[src/rtl/xorfold_keystream.sv]
module xorfold_keystream #(
  parameter int W  = 4,
  parameter int CW = 16
) (
  input  logic          clk,
  input  logic          rst,
  input  logic          load,
  input  logic [W-1:0]  seed,
  input  logic          en,
  input  logic          pt_bit,
  output logic          ks_bit,
  output logic          ct_bit,
  output logic [W-1:0]  state,
  output logic [CW-1:0] steps
);

  logic [W-1:0] reg_q;
  logic         fb;
  logic         advance;

  assign fb      = ^reg_q;
  assign advance = en && !load;
  assign state   = reg_q;

  always_ff @(posedge clk) begin
    if (rst) begin
      reg_q  <= '0;
      steps  <= '0;
      ks_bit <= 1'b0;
      ct_bit <= 1'b0;
    end else if (load) begin
      reg_q <= seed;
      steps <= '0;
    end else if (en) begin
      reg_q  <= {reg_q[W-2:0], fb};
      steps  <= steps + 1'b1;
      ks_bit <= reg_q[W-1];
      ct_bit <= pt_bit ^ reg_q[W-1];
    end
  end


  shift_chk: assert property (@(posedge clk) disable iff (rst)
    advance |=> state[W-1:1] == $past(state[W-2:0]));


  fill_chk: assert property (@(posedge clk) disable iff (rst)
    advance |=> state[0] == ^$past(state));


  ks_chk: assert property (@(posedge clk) disable iff (rst)
    advance |=> ks_bit == $past(state[W-1]));


  ct_chk: assert property (@(posedge clk) disable iff (rst)
    advance |=> ct_bit == ($past(pt_bit) ^ ks_bit));


  load_chk: assert property (@(posedge clk) disable iff (rst)
    load |=> state == $past(seed) && steps == '0 && $stable(ks_bit) && $stable(ct_bit));


  hold_chk: assert property (@(posedge clk) disable iff (rst)
    (!en && !load) |=> $stable(state) && $stable(steps) && $stable(ks_bit) && $stable(ct_bit));


  zero_chk: assert property (@(posedge clk) disable iff (rst)
    (advance && state == '0) |=> state == '0 && ks_bit == 1'b0);


  count_chk: assert property (@(posedge clk) disable iff (rst)
    advance |=> steps == $past(steps) + 1'b1);

endmodule

[config.mk]
export PLATFORM = sky130hd
export DESIGN_NAME = xorfold_keystream
export DESIGN_NICKNAME = d
export VERILOG_FILES = /design/src/rtl/xorfold_keystream.sv
export SDC_FILE = /design/constraint.sdc
export NUM_CORES = 1
export LEC_CHECK = 0
export BUFFER_PORTS_ARGS = -buffer_cell sky130_fd_sc_hd__buf_2
export CAP_MARGIN = 10
export CORE_MARGIN = 2
export CORE_UTILIZATION = 45
export CTS_BUF_LIST = sky130_fd_sc_hd__clkbuf_4
export DETAILED_ROUTE_END_ITERATION = 8
export PLACE_DENSITY = 0.71
export SKIP_LAST_GASP = 1
export SLEW_MARGIN = 20
export SYNTH_ARGS = -nofsm -noshare
export SYNTH_HDL_FRONTEND = slang
export SYNTH_SLANG_ARGS = --single-unit
[constraint.sdc]
create_clock -name clk -period 1.9 [get_ports clk]
set_input_delay 0.095 -clock clk [delete_from_list [all_inputs] [get_ports clk]]
set_output_delay 0.095 -clock clk [all_outputs]
set_load 0.02 [all_outputs]
; Word-level counts from Yosys, hierarchy flattened
; Cells that the tools add are included.
[totals]
inputBits = 9
ff_bits = 22
[op_classes]
add_sub_neg = 1
muxes = 2
bitwise_logic = 2
n_reduce_logical = 4
[ops]
columns = op, count
row1 = $add 16x1->16 const B, 1
row2 = $mux 4, 2
row3 = $reduce_xor 4->1, 1
row4 = $reduce_and 2->1, 1
row5 = $reduce_bool 2->1, 1
row6 = $reduce_or 2->1, 1
row7 = $not 1->1, 1
row8 = $xor 1x1->1, 1

; Longest topological paths before layout
; Gate-level depths: netlist of the first run.
[depth]
word_depth = 3
mapped_depth = 4
ltp_nobuf = 4

; Worst setup path after synthesis of the first run
; OpenSTA, ideal clock, no wires.
[synth_path]
path_type = reg-to-reg
start = reg steps[0]
end = reg steps[8]
path_slack_ns = 0.366
synth_period_minus_slack_ns = 1.534
setup_ns = 0.071
path_buffers = 0
arrival_ns = 1.463
path_stages_with_launch = 5
cell_sequence = dfxtp_1 -> ha_1 -> inv_1 -> or4_1 -> a21oi_1
[synth_between]
elab_chain_cells = 1
[synth_lines]
columns = item, line_no
row1 = "start, declared", 14  ; output logic [CW-1:0] steps
row2 = "start signal, assigned", 36  ; steps <= steps + 1'b1;
row3 = $add 16x1->16, 36
; No other way between the ends.
; A chain may end at the register's enable or synchronous reset.

; Final worst setup path of the first run
; Same ends and word-level chain as after synthesis.

==> results.txt, run 1 <==
Setup Crit Path Kind: flip-flop to flip-flop
Hold-fix buffers, CTS: 0
Cells after Synth: 117
Port Buffers: 30
slew margin rel.: 0.7289
Max IR drop VDD: 0.4764 mV
Root Driver: clkbuf_4
Crit-path slowest cell: or4_1
Min-Delay Path Class: primary input to flip-flop
Synth-to-Final Area Change: 18.30%
gpl congestion: 0.8089
setup TNS: 0 ns
Slew Limit Fails: 0
final-stage net count: 158
Netlist cell types: 26
Total Wirelength: 2305 µm
First-pass DRT Iterations: 4
CP delay by family, top: simple AND/OR/NAND/NOR gates
Post-synth EDFFs: 0
GR Overflow Total: 0
Yosys warning total: 0
Synth Area in Compound Gates: 0.08973
clock sink count: 22
status: complete, no violations
Global Route Usage Sum: 0.1947
max incr delay on CP: 0.51 ns
WP data arrival: 1.78 ns
Gate power share: 0.117
Min Hold Slack: 0.01858 ns
max-cap viol count: 0
Resized cells post-CTS: 0
LEAKAGE: 0.5171 nW
Async SR Flop Fraction: 0
syn nets: 127
worst-case clock buffer depth: 2
clk_lat worst skew: 0.30 ns
Flop pwr share: 0.616
Critical Path Fanout Max: 6
post-DP HPWL: 1685 µm
largest family of logic cells by synthesized area: simple AND/OR/NAND/NOR gates
Synth Area in Adders: 0.01181
layout cell share with drive strength beyond 1: 0.2671
vias per cell: 5.741
setup violators final: 0
Hold Vio Cnt, Final: 0
Layout fillers: 219
most frequent cells in the layout: 30 x buf_2, 22 x dfxtp_1, 13 x nand2_1, 10 x nor2_1, 10 x mux2i_1
Seq/Total Area, Yosys: 0.4156
Post-route DRC: 0
row count: 17
first-pass GRT wire length: 4002 µm
CP Cell Sequence: ha_1 -> inv_1 -> or4_1 -> a21oi_1
Layout Skew: 0.002622 ns
Max Freq: 0.6503 GHz
Mapped Area: 0.001060 mm²
I/O pins: 31
RSZ-0062 raised after global routing: no
crit share post-route: 0.8094
Power Density: 622.4 mW/mm²
initial antenna violation count: 0
number of global-route vias before repair: 947
Post-CTS Setup Inserts: 0
Tightest Pin Transition: 0.4029 ns
Int Pwr: 0.5859 mW
Clock Power Share: 0.267
CORE AREA: 0.002212 mm²
commonest non-fill, non-tap cell in the layout: buf_2
Final min period: 1.538 ns
DRT antenna net count: 0
Diodes inserted: 0
largest net degree at the start of global routing: 17
Crit path buffers/inverters: 1
mux contribution to synthesized area: 0.1263
Sw Share: 0.2492
Req. time, crit path: 2.15 ns
Initial Util: 0.4791
DRT iter0 DRCs: 16
die width: 52.53 µm
vias: 999
CTS tree: yes
Clock Pin Slew Worst Setup and Hold Paths: 0.11 ns
Die H: 52.53 µm
Synth Area per Inst: 9.058 µm²
Net Switching: 0.1944 mW
CP endpoint kind: flip-flop
fraction of the mapped netlist area in simple logic gates: 0.2586
XOR/XNOR Fraction of Synth Area: 0.06375
Yosys reg bits: 22
WL per Instance: 13.25 µm
TritonCTS Buffers: 3
area of the die: 0.002759 mm²
Main synth FF type: dfxtp_1
crit start category: flip-flop
H-tree depth: 1
through the flow:
stage	total power [mW]	setup slack, ns	cell area, µm²	utilization	std cells
floorplan	0.5531	0.3664	1060	-	117
global placement	0.5800	0.4639	1231	0.5566	171
detailed placement	0.5825	0.3890	1231	0.5566	171
CTS	0.7814	0.3588	1254	0.5667	174
global route	0.8142	0.2511	1254	0.5667	174
finish	0.7804	0.3622	1254	0.5667	174
power groups by stage:
stage / clock [mW] / sequential, mW / combinational [mW]
after CTS: 0.209 / 0.481 / 0.0918
after detailed placement: 0 / 0.491 / 0.0914
after floorplan: 0 / 0.502 / 0.0510
final: 0.208 / 0.481 / 0.0911
after global routing: 0.230 / 0.483 / 0.101
after global placement: 0 / 0.490 / 0.0896
cell families (layout without fill, tap and decap cells):
| group | Yosys count | count (layout) |
|---|---|---|
| buffers and inverters | 9 | 38 |
| DFF | 22 | 22 |
| muxes | 13 | 13 |
| adders and majority gates | 1 | 1 |
| xor gates and xnor gates | 6 | 6 |
| AOI/OAI and AO/OA | 15 | 15 |
| and+or+nand+nor | 51 | 51 |
state kept, by name, summed over array words and instances (netlist names):
signal,flops
state,4
ct_bit,1
steps,16
ks_bit,1
final timing paths:
kind / from / endpoint / slack [ns] / cells past startpoint
max: steps[0] / steps[8] / 0.36 / 4
min: seed[1] / state[1] / 0.02 / 3
max reg2reg: steps[0] / steps[8] / 0.36 / 4
min reg2reg: steps[15] / steps[15] / 0.49 / 2
per-layer routing:
layer / vias up / GRT usage / part of all wire / wire length [µm]
met2: 26 / 0.3146 / 0.48 / 1104
met1: 475 / 0.2362 / 0.44 / 1004
met4: 0 / 0.1068 / 0.023 / 53
met5: - / 0 / 0 / 0
met3: 7 / 0.04571 / 0.061 / 141
li1: 491 / - / - / -
worst register-to-register path, stage by stage, from the launching register on:
cell and delay [ns]:
dfxtp_1 0.46, ha_1 0.25, inv_1 0.12, or4_1 0.51, a21oi_1 0.14
layout make-up:
type,count,area (µm²),area share
Timing Repair Buffer,31,157.7,0.1257
Clock buffer,3,22.52,0.01796
Inverter,4,15.01,0.01198
Sequential cell,22,440.4,0.3513
Tap cell,28,35.03,0.02794
Multi-Input combinational cell,86,583.1,0.4651
synth_stat cells (all sizes together) (3+ instances only):
| library cell | count | area share |
|---|---|---|
| o31ai | 4 | 0.028 |
| clkbuf | 3 | 0.011 |
| mux2i | 10 | 0.094 |
| dfxtp | 22 | 0.42 |
| nand4 | 6 | 0.041 |
| xor2 | 3 | 0.025 |
| inv | 4 | 0.014 |
| nor4 | 6 | 0.035 |
| nand2 | 13 | 0.046 |
| nor2 | 10 | 0.035 |
| or4 | 4 | 0.028 |
| or3 | 7 | 0.041 |
| mux2 | 3 | 0.032 |
| a21oi | 6 | 0.028 |
No activity file was read; power rests on OpenSTA's default activity.
==> run 2, diff against run 1 <==
--- a/config.mk
+++ b/config.mk
@@ -11,7 +11,7 @@
 export CORE_UTILIZATION = 45
 export CTS_BUF_LIST = sky130_fd_sc_hd__clkbuf_4
 export DETAILED_ROUTE_END_ITERATION = 8
-export PLACE_DENSITY = 0.71
+export PLACE_DENSITY = 0.74
 export SKIP_LAST_GASP = 1
 export SLEW_MARGIN = 20
 export SYNTH_ARGS = -nofsm -noshare
==> constraint.sdc (replaced) <==
create_clock -name clk -period 1.35 [get_ports clk]
set_input_delay 0.0675 -clock clk [delete_from_list [all_inputs] [get_ports clk]]
set_output_delay 0.0675 -clock clk [all_outputs]
set_load 0.02 [all_outputs]
==> results.txt, run 2 (same netlist as run 1, synthesis figures left out) <==
Synth-to-Final Area Change: 38.84%
largest net degree at the start of global routing: 17
Power Density: 903.6 mW/mm²
slew margin rel.: 0.7443
Setup Crit Path Kind: flip-flop to flip-flop
FF+latch area: 464.2 µm²
Crit path buffers/inverters: 1
Slew Limit Fails: 0
Clock Pin Slew Worst Setup and Hold Paths: 0.13 ns
Req. time, crit path: 1.61 ns
clock sink count: 22
initial antenna violation count: 0
Hold Vio Cnt, Final: 0
status: finished with violations
Reg2Reg Launch Point: steps[2]
max-cap viol count: 0
Layout fillers: 185
Die H: 52.53 µm
Min-Delay Path Class: primary input to flip-flop
global-route met2 utilization: 0.3729
Reg2Reg Depth: 4
vias: 1027
met1 usage: 0.2309
Diodes inserted: 0
GR Overflow Total: 0
CORE AREA: 0.002212 mm²
M3 GR Usage: 0.04000
max incr delay on CP: 0.49 ns
power after layout: 1.330 mW
Tightest Pin Transition: 0.3821 ns
Finished Layout Cells: 188
setup violators final: 1
Crit-path slowest cell: or4_1
CP endpoint kind: flip-flop
RSZ-0062 raised after global routing: yes
area of the die: 0.002759 mm²
LEAKAGE: 0.5975 nW
Initial Util: 0.4791
crit start category: flip-flop
CP Cell Sequence: nand4_1 -> buf_6 -> or4_1 -> a21oi_2
WL per Instance: 14.05 µm
vias per cell: 5.463
Final min period: 1.361 ns
row count: 17
Post-route DRC: 0
hold wc startpoint: seed[2]
TritonCTS Buffers: 3
die width: 52.53 µm
Multi-input gate area: 640.6 µm²
first-pass GRT wire length: 4146 µm
number of global-route vias before repair: 947
post-DP HPWL: 1829 µm
commonest non-fill, non-tap cell in the layout: buf_2
clk_lat worst skew: 0.31 ns
layout cell share with drive strength beyond 1: 0.4500
WP data arrival: 1.62 ns
gpl congestion: 0.7567
DRT iter0 DRCs: 12
busiest grt layer: met2
Root Driver: clkbuf_4
Max Freq: 0.7347 GHz
First-pass DRT Iterations: 4
crit share post-route: 1.008
number of flip-flops in the largest register: 16
Port Buffers: 30
Largest Register: steps
CTS tree: yes
Final Instance Area: 0.001471 mm²
Max IR drop VDD: 0.6200 mV
Placed Area: 0.001310 mm²
Finished Core Util: 0.6652
Layout Skew: 0.0009080 ns
failing checks: setup timing
Total Wirelength: 2642 µm
most frequent cells in the layout: 31 x buf_2, 13 x nand2_1, 11 x dfxtp_1, 10 x nor2_1, 10 x mux2i_1
final-stage net count: 171
DRT antenna net count: 0
Global Route Usage Sum: 0.2079
Critical Path Fanout Max: 7
I/O pins: 31
Hold Crit Endpoint: state[2]
CP delay by family, top: simple AND/OR/NAND/NOR gates
placed insts: 179
worst reg-to-reg setup slack: -0.01 ns
H-tree depth: 1
worst setup margin: -0.01117 ns
reg2reg end: steps[9]
Worst Hold Depth: 3
Critical Path Stages: 4
worst-case clock buffer depth: 2
## run 2: where the power goes
group	internal, mW	switching [mW]
logic	0.0706	0.0798
clock network	0.300	0.209
registers	0.658	0.0122
## run 2: through the flow
step / hold WS (ns) / TNS, ns / setup slack [ns]
floorplan: 0.2089 / -0.01037 / -0.01037
global placement: 0.2987 / 0 / 0.04649
detailed placement: 0.3260 / -0.05635 / -0.03368
CTS: 0.01125 / 0 / 0.0003021
global route: 0.03069 / -0.3109 / -0.07807
finish: 0.02062 / -0.01117 / -0.01117
## run 2: cell type report
cell class,count,share of cell area
clock buffers,3,0.01531
clock inverters,1,0.02041
inverters,4,0.01020
multi-input cells,86,0.4354
flip-flops and latches,22,0.3155
well taps,28,0.02381
repair buffers,44,0.1794
## run 2: routing by layer
metal | up-vias | share of wire
li1 | 514 | -
met1 | 485 | 0.42
met2 | 22 | 0.54
met3 | 6 | 0.031
met4 | 0 | 0.017
met5 | - | 0
## run 2: worst max-delay path by stage
stage / from / endpoint / slack, ns
4_1_cts: steps[5] / steps[7] / 0.0003
6_report: steps[2] / steps[9] / -0.01
5_1_grt: steps[2] / steps[9] / -0.08
3_3_place_gp: state[3] / state[0] / 0.05
2_1_floorplan: steps[0] / steps[8] / -0.01
3_5_place_dp: steps[6] / steps[11] / -0.03
## run 2: what timing repair did
action | in CTS | in global routing
hold buffers | 3 | 0
endpoints found under the setup margin | 4 | 10
hold endpoints to repair | 3 | 0
pin swaps | 0 | 4
buffers inserted | 0 | 1
cloned | 0 | 1
gates resized for setup | 5 | 11
## run 2: worst reg2reg max path, stage by stage (launching register included)
cell and delay, ns:
dfxtp_2 0.36, nand4_1 0.15, buf_6 0.17, or4_1 0.49, a21oi_2 0.14
==> run 3, diff against run 2 <==
--- a/config.mk
+++ b/config.mk
@@ -12,6 +12,7 @@
 export CTS_BUF_LIST = sky130_fd_sc_hd__clkbuf_4
 export DETAILED_ROUTE_END_ITERATION = 8
 export PLACE_DENSITY = 0.74
+export SETUP_SLACK_MARGIN = 0.5
 export SKIP_LAST_GASP = 1
 export SLEW_MARGIN = 20
 export SYNTH_ARGS = -nofsm -noshare
==> results.txt, run 3 (same netlist as run 1, synthesis figures left out) <==
status: finished with violations
failing checks: setup timing
Max Freq: 0.6977 GHz
Slew Limit Fails: 0
CP delay by family, top: compound AO/OA/AOI/OAI gates
Synth-to-Final Area Change: 93.39%
Crit path buffers/inverters: 0
Layout fillers: 72
CP Cell Sequence: xor3_1 -> a211oi_2 -> a2111oi_4
layout cell share with drive strength beyond 1: 0.6474
number of flip-flops in the largest register: 16
vias: 1329
Total Wirelength: 4688 µm
Port Buffers: 30
Hold Crit Endpoint: state[2]
clock sink count: 22
setup violators final: 5
Worst Hold Depth: 2
crit share post-route: 1.062
Int Pwr: 0.8518 mW
DRT iter0 DRCs: 69
gpl congestion: 0.7750
worst reg-to-reg setup slack: -0.08 ns
area of the die: 0.002759 mm²
Post-route DRC: 0
worst-case clock buffer depth: 2
Multi-input gate area: 772.0 µm²
Reg2Reg Depth: 3
Die H: 52.53 µm
first-pass GRT wire length: 5506 µm
WP data arrival: 1.62 ns
RSZ-0062 raised after global routing: yes
max-cap viol count: 0
Layout Skew: 0.01834 ns
number of global-route vias before repair: 1102
CORE AREA: 0.002212 mm²
FF+latch area: 503.0 µm²
Flop pwr share: 0.551
Max IR drop VDD: 0.6232 mV
row count: 17
reg2reg end: state[0]
largest net degree at the start of global routing: 17
placed insts: 177
WL per Instance: 21.50 µm
Crit-path slowest cell: xor3_1
Reg2Reg Launch Point: state[2]
CP endpoint kind: flip-flop
slew margin rel.: 0.7434
Min-Delay Path Class: primary input to flip-flop
crit start category: flip-flop
Clock Pin Slew Worst Setup and Hold Paths: 0.14 ns
hold wc startpoint: rst
Net Switching: 0.3439 mW
LEAKAGE: 0.8955 nW
die width: 52.53 µm
H-tree depth: 1
Req. time, crit path: 1.54 ns
Final min period: 1.433 ns
initial antenna violation count: 0
Clock Power Share: 0.277
Gate power share: 0.173
CTS tree: yes
Setup Crit Path Kind: flip-flop to flip-flop
commonest non-fill, non-tap cell in the layout: buf_6
Critical Path Fanout Max: 3
Power Density: 583.4 mW/mm²
GR Overflow Total: 0
Final Instance Area: 0.002049 mm²
max incr delay on CP: 0.44 ns
Finished Layout Cells: 218
Largest Register: steps
Root Driver: clkbuf_4
power after layout: 1.196 mW
Tightest Pin Transition: 0.3834 ns
I/O pins: 31
Sw Share: 0.2876
vias per cell: 6.096
Min Hold Slack: 0.06770 ns
setup TNS: -0.2441 ns
final-stage net count: 201
Finished Core Util: 0.9265
Placed Area: 0.001416 mm²
most frequent cells in the layout: 40 x buf_6, 23 x buf_4, 14 x dfxtp_4
worst setup margin: -0.08334 ns
Hold Vio Cnt, Final: 0
Global Route Usage Sum: 0.2746
First-pass DRT Iterations: 5
post-DP HPWL: 1859 µm
DRT antenna net count: 0
Initial Util: 0.4791
worst slack at placement: -0.007579 ns
clk_lat worst skew: 0.33 ns
TritonCTS Buffers: 3
Diodes inserted: 0
## run 3: cell count changes in the layout (fill, tap and decap cells not counted), sizes merged
cell    change
buf        +30
bufinv      -1
clkinv      +1
## run 3: worst register-to-register path, cell delays in order (launching register included)
cell and delay [ns]:
dfxtp_4 0.38, xor3_1 0.44, a211oi_2 0.38, a2111oi_4 0.09
## run 3: metal layers
| metal | vias up | global-route usage | wire [µm] |
|---|---|---|---|
| met1 | 645 | 0.3577 | 1842 |
| met5 | - | 0 | 0 |
| met3 | 24 | 0.05143 | 301 |
| met4 | 0 | 0.09829 | 190 |
| met2 | 83 | 0.4500 | 2354 |
| li1 | 577 | - | - |
## run 3: final cells by class
cell class / instances / area share
well taps: 28 / 0.01709
flip-flops and latches: 22 / 0.2454
multi-input cells: 86 / 0.3767
clock inverters: 1 / 0.001831
inverters: 4 / 0.009768
repair buffers: 74 / 0.3382
clock buffers: 3 / 0.01099
## run 3: timing repair
item	4_1_cts	5_1_grt
endpoints found under the setup margin	41	43
endpoints found under the hold margin	4	0
hold buffers	3	0
resized for setup	64	26
setup buffers	24	10
pin swaps	17	14
## run 3: power by group through the flow
stage,Clock [mW],Sequential [mW],Combinational (mW)
5_1_grt,0.344,0.660,0.216
2_1_floorplan,0,0.685,0.0726
6_report,0.331,0.658,0.207
3_5_place_dp,0,0.670,0.132
3_3_place_gp,0,0.669,0.127
4_1_cts,0.319,0.657,0.159
## run 3: how the worst max path moves through the flow
stage / start / to / slack [ns] / cells past startpoint
after floorplan: state[2] / state[0] / 0.07 / 3
after global placement: steps[4] / steps[9] / 0.05 / 4
after detailed placement: steps[4] / steps[9] / -0.008 / 4
after CTS: steps[2] / steps[9] / -0.006 / 4
after global routing: steps[5] / steps[9] / -0.12 / 4
final: state[2] / state[0] / -0.08 / 3
